===== config.mk =====
export PLATFORM = sky130hd
export DESIGN_NAME = bsalu_core
export DESIGN_NICKNAME = d
export VERILOG_FILES = /design/src/rtl/bsalu_pkg.sv /design/src/rtl/bsalu_bitcell.sv /design/src/rtl/bsalu_seq.sv /design/src/rtl/bsalu_flags.sv /design/src/rtl/bsalu_core.sv
export SDC_FILE = /design/constraint.sdc
export NUM_CORES = 1
export LEC_CHECK = 0
export CORE_MARGIN = 1
export CORE_UTILIZATION = 48
export DETAILED_ROUTE_END_ITERATION = 6
export PLACE_DENSITY = 0.76
export SYNTH_ARGS = -nofsm -noshare
export SYNTH_HDL_FRONTEND = slang
export SYNTH_SLANG_ARGS = --single-unit
export TNS_END_PERCENT = 5

===== constraint.sdc =====
create_clock -name clk -period 1.6 [get_ports clk]
set_input_delay 0.32 -clock clk [delete_from_list [all_inputs] [get_ports clk]]
set_output_delay 0.32 -clock clk [all_outputs]
set_load 0.05 [all_outputs]

===== src/rtl/bsalu_pkg.sv =====
package bsalu_pkg;

   typedef enum logic [2:0] {
      OP_ADD  = 3'd0,
      OP_ADDC = 3'd1,
      OP_SUB  = 3'd2,
      OP_SUBC = 3'd3,
      OP_AND  = 3'd4,
      OP_OR   = 3'd5,
      OP_SHL  = 3'd6,
      OP_SHLX = 3'd7
   } alu_op_e;

   function automatic logic op_is_arith(alu_op_e o);
      return ~o[2];
   endfunction

   function automatic logic op_is_sub(alu_op_e o);
      return ~o[2] & o[1];
   endfunction

   function automatic logic op_is_shl(alu_op_e o);
      return o[2] & o[1];
   endfunction

   function automatic logic op_is_logic(alu_op_e o);
      return o[2] & ~o[1];
   endfunction

endpackage


===== src/rtl/bsalu_bitcell.sv =====
module bsalu_bitcell
   import bsalu_pkg::*;
(
   input  alu_op_e op,
   input  logic    a,
   input  logic    b,
   input  logic    cin,
   output logic    y,
   output logic    cout
);

   logic bx;

   always_comb begin
      bx   = op_is_sub(op) ? ~b : b;
      y    = 1'b0;
      cout = cin;
      unique case (op)
         OP_ADD, OP_ADDC, OP_SUB, OP_SUBC: begin
            y    = a ^ bx ^ cin;
            cout = (a & bx) | (cin & (a ^ bx));
         end
         OP_AND: y = a & b;
         OP_OR:  y = a | b;
         default: begin
            y    = 1'b0;
            cout = cin;
         end
      endcase
   end

endmodule


===== src/rtl/bsalu_seq.sv =====
module bsalu_seq #(
   parameter int WIDTH = 8
) (
   input  logic clk,
   input  logic rst_n,
   input  logic start,
   output logic launch,
   output logic busy,
   output logic last,
   output logic done
);

   localparam int CW = (WIDTH > 2) ? $clog2(WIDTH) : 1;
   localparam logic [CW-1:0] LAST_CNT = CW'(WIDTH - 1);

   logic [CW-1:0] cnt;

   assign launch = start & ~busy;
   assign last   = busy & (cnt == LAST_CNT);

   always_ff @(posedge clk or negedge rst_n) begin
      if (!rst_n) begin
         cnt  <= '0;
         busy <= 1'b0;
         done <= 1'b0;
      end else begin
         done <= 1'b0;
         if (launch) begin
            busy <= 1'b1;
            cnt  <= '0;
         end else if (busy) begin
            if (last) begin
               busy <= 1'b0;
               done <= 1'b1;
            end
            cnt <= cnt + CW'(1);
         end
      end
   end

   assert_done_single_R1: assert property (@(posedge clk) disable iff (!rst_n)
      done |=> !done);
   assert_done_idle_R1: assert property (@(posedge clk) disable iff (!rst_n)
      done |-> !busy);
   assert_busy_from_start_R1: assert property (@(posedge clk) disable iff (!rst_n)
      $rose(busy) |-> $past(start));
   assert_cnt_bound_R1: assert property (@(posedge clk) disable iff (!rst_n)
      busy |-> (cnt <= LAST_CNT));
   assert_start_ignored_R11: assert property (@(posedge clk) disable iff (!rst_n)
      (busy && !last) |=> busy);

endmodule


===== src/rtl/bsalu_flags.sv =====
module bsalu_flags
   import bsalu_pkg::*;
#(
   parameter int WIDTH       = 8,
   parameter bit ZERO_SERIAL = 1'b1
) (
   input  logic             clk,
   input  logic             rst_n,
   input  logic             launch,
   input  logic             step,
   input  logic             last,
   input  logic             done_i,
   input  alu_op_e          op_q,
   input  logic             bit_in,
   input  logic [WIDTH-1:0] final_res,
   input  logic             c_new,
   output logic             carry_q,
   output logic             zero_q,
   output logic             neg_q
);

   logic zero_next;

   generate
      if (ZERO_SERIAL) begin : g_zero_serial
         logic zacc;
         always_ff @(posedge clk or negedge rst_n) begin
            if (!rst_n)      zacc <= 1'b0;
            else if (launch) zacc <= 1'b0;
            else if (step)   zacc <= zacc | bit_in;
         end
         assign zero_next = op_is_shl(op_q) ? ~|final_res : ~(zacc | bit_in);
      end else begin : g_zero_parallel
         assign zero_next = ~|final_res;
      end
   endgenerate

   always_ff @(posedge clk or negedge rst_n) begin
      if (!rst_n) begin
         carry_q <= 1'b0;
         zero_q  <= 1'b0;
         neg_q   <= 1'b0;
      end else if (last) begin
         zero_q <= zero_next;
         neg_q  <= final_res[WIDTH-1];
         if (!op_is_logic(op_q)) carry_q <= c_new;
      end
   end

   assert_flags_hold_R10: assert property (@(posedge clk) disable iff (!rst_n)
      !done_i |-> $stable({carry_q, zero_q, neg_q}));

endmodule


===== src/rtl/bsalu_core.sv =====
module bsalu_core
   import bsalu_pkg::*;
#(
   parameter int WIDTH       = 8,
   parameter bit ZERO_SERIAL = 1'b1
) (
   input  logic             clk,
   input  logic             rst_n,
   input  logic             start,
   input  logic [2:0]       op,
   input  logic [WIDTH-1:0] opa,
   input  logic [WIDTH-1:0] opb,
   output logic [WIDTH-1:0] result,
   output logic             done,
   output logic             busy,
   output logic             carry_flag,
   output logic             zero_flag,
   output logic             neg_flag
);

   generate
      if (WIDTH < 2) begin : g_bad_width
         $error("bsalu_core: WIDTH must be at least 2");
      end
   endgenerate

   alu_op_e          op_in, op_q;
   logic [WIDTH-1:0] sa, sb, sr, out_q, fin;
   logic             run_c, cin0, y, cout;
   logic             launch, last;

   assign op_in = alu_op_e'(op);

   bsalu_seq #(.WIDTH(WIDTH)) u_seq (
      .clk(clk), .rst_n(rst_n), .start(start),
      .launch(launch), .busy(busy), .last(last), .done(done)
   );

   bsalu_bitcell u_cell (
      .op(op_q), .a(sa[0]), .b(sb[0]), .cin(run_c), .y(y), .cout(cout)
   );

   always_comb begin
      unique case (op_in)
         OP_ADD:          cin0 = 1'b0;
         OP_SUB:          cin0 = 1'b1;
         OP_ADDC, OP_SUBC: cin0 = carry_flag;
         OP_SHL, OP_SHLX: cin0 = opa[WIDTH-1];
         default:         cin0 = 1'b0;
      endcase
   end

   assign fin = op_is_shl(op_q) ? sr : {y, sr[WIDTH-1:1]};

   always_ff @(posedge clk or negedge rst_n) begin
      if (!rst_n) begin
         op_q  <= OP_ADD;
         sa    <= '0;
         sb    <= '0;
         sr    <= '0;
         run_c <= 1'b0;
         out_q <= '0;
      end else if (launch) begin
         op_q  <= op_in;
         sa    <= opa;
         sb    <= opb;
         run_c <= cin0;
         sr    <= op_is_shl(op_in) ? {opa[WIDTH-2:0], 1'b0} : '0;
      end else if (busy) begin
         sa    <= sa >> 1;
         sb    <= sb >> 1;
         run_c <= cout;
         if (!op_is_shl(op_q)) sr <= {y, sr[WIDTH-1:1]};
         if (last) out_q <= fin;
      end
   end

   bsalu_flags #(.WIDTH(WIDTH), .ZERO_SERIAL(ZERO_SERIAL)) u_flags (
      .clk(clk), .rst_n(rst_n), .launch(launch), .step(busy), .last(last),
      .done_i(done), .op_q(op_q), .bit_in(y), .final_res(fin), .c_new(cout),
      .carry_q(carry_flag), .zero_q(zero_flag), .neg_q(neg_flag)
   );

   assign result = out_q;

   assert_zero_flag_R8: assert property (@(posedge clk) disable iff (!rst_n)
      done |-> (zero_flag == (result == '0)));
   assert_neg_flag_R9: assert property (@(posedge clk) disable iff (!rst_n)
      done |-> (neg_flag == result[WIDTH-1]));
   assert_result_hold_R10: assert property (@(posedge clk) disable iff (!rst_n)
      !done |-> $stable(result));
   assert_logic_keeps_carry_R6: assert property (@(posedge clk) disable iff (!rst_n)
      (done && op_is_logic(op_q)) |-> $stable(carry_flag));
   assert_shl_low_zero_R7: assert property (@(posedge clk) disable iff (!rst_n)
      (done && op_is_shl(op_q)) |-> (result[0] == 1'b0));

endmodule


# Word level (Yosys, flattened, before mapping)
# Index checks and enable logic that the tools add are counted.
# word_totals
register_bits	45
latch_bits	0
ramBits	0
mem_bits_ro	0
in_bits	22
out_inout_bits	13
word_cells	80
mem_count	0
# op_classes
add_sub_neg	1
mul	0
n_div	0
n_lt_le_gt_ge	0
n_eq_ne	11
shifts	0
mux	25
bitwise	21
n_reduce_logical	9
# ops
operator	count
8-bit two-way mux	8
3-bit == test, second input constant	5
1-bit two-way mux	13
3-bit by 2-bit == test with 1-bit output, second input constant	4
1-bit bitwise AND	9
8-bit OR reduction	1
1-bit NOT	7
3-bit by 1-bit == test with 1-bit output, second input constant	2
3-bit two-way mux	2
1-bit one-hot mux with 3 select lines	2
2-bit OR reduction	2
4-bit OR reduction	1
3-bit by 1-bit adder with 3-bit output, second input constant	1
3-bit logical NOT	1
1-bit bitwise OR	3
3-bit AND reduction	1
2-bit AND reduction	1
2-bit nonzero test	1
1-bit bitwise XOR	2
1-bit logical NOT	1

# Depth between registers and ports, before layout
# logic_depth
depth_word	10
depth_mapped	6
mapped_depth_nobuf	6

# Hierarchy
# Synthesis repeated with hierarchy kept, for this count alone.
# hier_totals
cells_unflattened	206
area_unflattened_um2	2189.6
# modules_own_cells
module	instances	cells_per_inst	area_each_um2	seq_area_each_um2
bsalu_core	1	162	1676.6	900.9
bsalu_seq	1	18	236.5	125.1
bsalu_flags	1	16	198.9	100.1
bsalu_bitcell	1	10	77.6	0.0

# Worst setup path after synthesis
# OpenSTA, ideal clock, no wires.
# synth_timing
kind	register -> register
startpoint	reg op_q[1]
endpoint	reg u_flags.g_zero_serial.zacc
arrival_ns	1.641
t_required_ns	1.478
slack_ns	-0.163
stages_incl_launch_ff	7
n_path_buf	0
path_cell_list	dfrtp_1 nor2b_1 xnor2_1 fa_1 nor2b_1 a31oi_1 a32o_1
# synth_between
elab_chain_len	8
# synth_rtl
element	line_no	rtl
start: declaration	bsalu_core.sv:27	alu_op_e op_in, op_q;
start signal: assignment	bsalu_core.sv:64	op_q <= op_in;
1-bit bitwise AND	bsalu_pkg.sv:19	return ~o[2] & o[1];
1-bit two-way mux	bsalu_bitcell.sv:15	bx = op_is_sub(op) ? ~b : b;
1-bit bitwise XOR (2 in a row)	bsalu_bitcell.sv:20	y = a ^ bx ^ cin;
1-bit one-hot mux with 3 select lines *	bsalu_bitcell.sv:18	unique case (op)
1-bit bitwise OR *	bsalu_flags.sv:30	else if (step) zacc <= zacc | bit_in;
1-bit two-way mux *	bsalu_flags.sv:30	
1-bit two-way mux *	bsalu_flags.sv:29	else if (launch) zacc <= 1'b0;
end signal: assignment	bsalu_flags.sv:30	
end: declaration	bsalu_flags.sv:26	logic zacc;
# Mark *: on every way between the ends. The rest lies on a longest branch, timed or not. The select of a mux whose other input is x is not followed.
# A chain may end at the register's enable or synchronous reset.

# Worst setup path after layout
# Same ends and word-level chain as after synthesis.

==> metrics.yaml <==
timing.rr.start: "op_q[1]"
syn_inst: 203
synth_seq_cells: 45
leakage_uw: 0.00127
timing.rr.end: "u_flags.g_zero_serial.zacc"
cts_tree: "done"
tightestPinTransition_ns: 0.429
worst_ir_drop_vdd_mv: 1.07
worstHoldStart: "sa[1]"
rows: 24
wl_per_cell_um: 14.0
cp.arrival_ns: 2.01
io_pins: 35
cp-endpoint: "u_flags.g_zero_serial.zacc"
die_h_um: 69.6
fin_ws_ns: -0.161
finalSetupViolCount: 5
relSlewSlack_pct: 71.4
globalRouteTotalUtil_pct: 18.9
layout.cells.non_filler: 301
seq_area_um2: 1130
antenna_left: 0
synthMuxAreaShare_pct: 12.5
synth_top_family_by_area: "compound AO/OA/AOI/OAI gates"
grt_pass1_wl_um: 7250
clk_latency_ns: 0.31
placed_cell_area_um2: 2640
cp_max_fo: 2
setup.worst_path.end_class: "register"
dpl.hpwl_um: 2980
power_density_nw_per_um2: 1990
diodes: 0
core_area_um2: 4380
post-route-min-period_ns: 1.76
fill_cells: 358
htreeDepth: 2
grt_max_degree: 46
vias: 1651
syn_nets: 228
synthDistinctLibCells: 38
io_buffers: 34
design_area_um2: 2760
final_util_pct: 63.0
grt_pass1_vias: 1568
drive_above_1_share_pct: 20.5
start_util_pct: 50.1
antenna_found_initial: 0
ctsLongestPathBuffers: 2
synth_compound_gate_area_share_pct: 17.1
wl_um: 4200
hold_violations: 0
gp_congestion: 0.787
area_growth_pct: 25.8
crit_required_ns: 1.85
dp.cells: 292
first_pass_iters: 4
critPathKind: "register to register"
maxCapViolations: 0
critPathLaunch: "op_q[1]"
yosys.area_share.adder_pct: 2.05
rrSetupSlack_ns: -0.16
syn_area_um2: 2190
hold_class: "register to register"
outcome: "finished, violations left"
first_iter_violations: 104
multi_input_area_um2: 972
yosys_warnings: 0
numCtsBuffers: 5
synth-simple-area-share_pct: 12.3
fmax_ghz: 0.568
r2r_cells: 6
cts-root-buf: "clkbuf_8"
finalPower_uw: 5490
cts_sinks: 45
drv_slew: 0
synthXorXnorAreaFrac_pct: 0.399
vias_per_cell: 5.49
violations: "negative setup slack"
clk_pin_slew_ns: 0.09
drc: 0
fin_skew_ns: 0.00999
dieArea_um2: 4850
synth_seq_area_share_pct: 51.3
avgSynthCellArea_um2: 10.8
grt-ovfl-total: 0
grt_setup_unrepaired: "true"
fin_crit_sh_pct: 110
cp-start-kind: "register"
finalNetCount: 273
post_cts_buffers: 0
die_w_um: 69.6
==> synth_stat cells <==
library cell / instances / area share [%]
o31ai_1: 1 / 0.34
fa_1: 1 / 0.91
mux2_2: 3 / 1.5
nand2b_1: 1 / 0.29
clkbuf_1: 5 / 0.86
a21oi_1: 1 / 0.23
nor2_1: 6 / 1.0
a21o_1: 6 / 2.1
nand4b_1: 2 / 0.80
a41oi_1: 3 / 1.2
buf_1: 1 / 0.17
and4_1: 1 / 0.40
nand4_1: 1 / 0.29
o21ai_0: 29 / 6.6
a22o_1: 3 / 1.2
nand2_2: 1 / 0.29
a31oi_1: 2 / 0.57
or3_1: 2 / 0.57
xnor2_1: 1 / 0.40
buf_6: 3 / 1.5
inv_1: 4 / 0.68
ha_1: 2 / 1.1
dfrtp_1: 45 / 51
nand3b_1: 1 / 0.34
nand3_1: 3 / 0.68
o211ai_2: 1 / 0.57
nand2b_4: 1 / 0.63
o211ai_1: 1 / 0.34
nor2b_1: 3 / 0.86
mux2i_1: 24 / 11
nand2_1: 29 / 5.0
a32o_1: 1 / 0.46
a21bo_2: 1 / 0.46
buf_2: 2 / 0.46
nor4_1: 2 / 0.57
o221a_2: 6 / 3.1
buf_4: 2 / 0.68
and2_1: 2 / 0.57
==> per-layer routing <==
layer	GRT usage (%)	up-vias	routed length [um]
met5	0	-	0
met4	7.33	0	75
met3	3.92	6	109
met2	30.4	26	2020
met1	25.2	801	2000
li1	-	818	-
==> worst min-delay path by stage <==
stage,to,slack [ns],depth (start not counted)
detailed placement,result[4],0.31,2
global placement,result[4],0.31,2
CTS,sa[0],0.49,2
finish,sa[0],0.48,2
global route,result[6],0.50,2
floorplan,op_q[0],0.02,0
==> worst max-delay path: stages, from the launching register on <==
cell     delay [ns]
dfrtp_1        0.38
nor2b_1        0.13
xnor2_1        0.16
fa_1           0.45
nor2b_1        0.15
a31oi_1        0.23
a32o_1         0.20
==> power breakdown <==
group          internal, uW  leakage [uW]  switching [uW]  total [uW]
clock                   468     0.0000585             413         881
combinational          1170      0.000655            1460        2630
sequential             1640      0.000554             350        1990
total                  3280       0.00127            2220        5490
==> cell families (layout without fill, tap and decap cells) <==
kind of cell	after synthesis	in the layout
simple gates	55	55
fa+ha+maj	3	3
compound gates	55	55
xor+xnor	1	1
mux	27	27
flops	45	45
buf+inv	17	63
==> state kept, by name (all words and copies together) (netlist names) <==
name	cells
result	8
u_seq.cnt	3
u_seq.busy	1
u_flags.neg_q	1
u_flags.zero_q	1
u_flags.g_zero_serial.zacc	1
u_seq.done	1
sa	8
u_flags.carry_q	1
sr	8
run_c	1
sb	8
op_q	3
==> metrics by stage <==
step | hold WS, ns | TNS [ns] | setup slack (ns)
3_3_place_gp | 0.314 | -0.314 | -0.113
2_1_floorplan | 0.0244 | -0.351 | -0.163
4_1_cts | 0.489 | -0.551 | -0.168
5_1_grt | 0.503 | -1.07 | -0.255
6_report | 0.482 | -0.540 | -0.161
3_5_place_dp | 0.314 | -0.439 | -0.135
==> cells in the final DEF, fill, tap and decap left out, types with 2 or more instances in the layout <==
master	instances
ha_1	2
buf_12	3
nand3_1	3
mux2i_1	24
nor4_1	2
inv_1	4
o21ai_0	27
or3_1	2
nand2_1	29
nand4b_1	2
o221a_2	6
buf_4	26
and2_1	2
a21o_1	6
mux2_2	3
a31oi_1	2
nor2b_1	3
a41oi_1	3
clkbuf_8	5
nor2_1	6
o21ai_1	2
clkdlybuf4s50_1	20
dfrtp_1	45
a22o_1	3
==> layout make-up <==
| cell class | instances | area share [%] |
|---|---|---|
| clock inverters | 3 | 1.59 |
| well taps | 52 | 2.36 |
| multi-input cells | 141 | 35.2 |
| flip-flops and latches | 45 | 40.8 |
| repair buffers | 51 | 17.0 |
| inverters | 4 | 0.544 |
| clock buffers | 5 | 2.49 |
==> repair_timing <==
action,in CTS,in global routing
resized for setup,2,0
endpoints found under the setup margin,5,5
endpoints found under the hold margin,45,0
cloned,0,0
hold buffers,1,0
pin swaps,2,0
No activity file was read; power rests on OpenSTA's default activity.
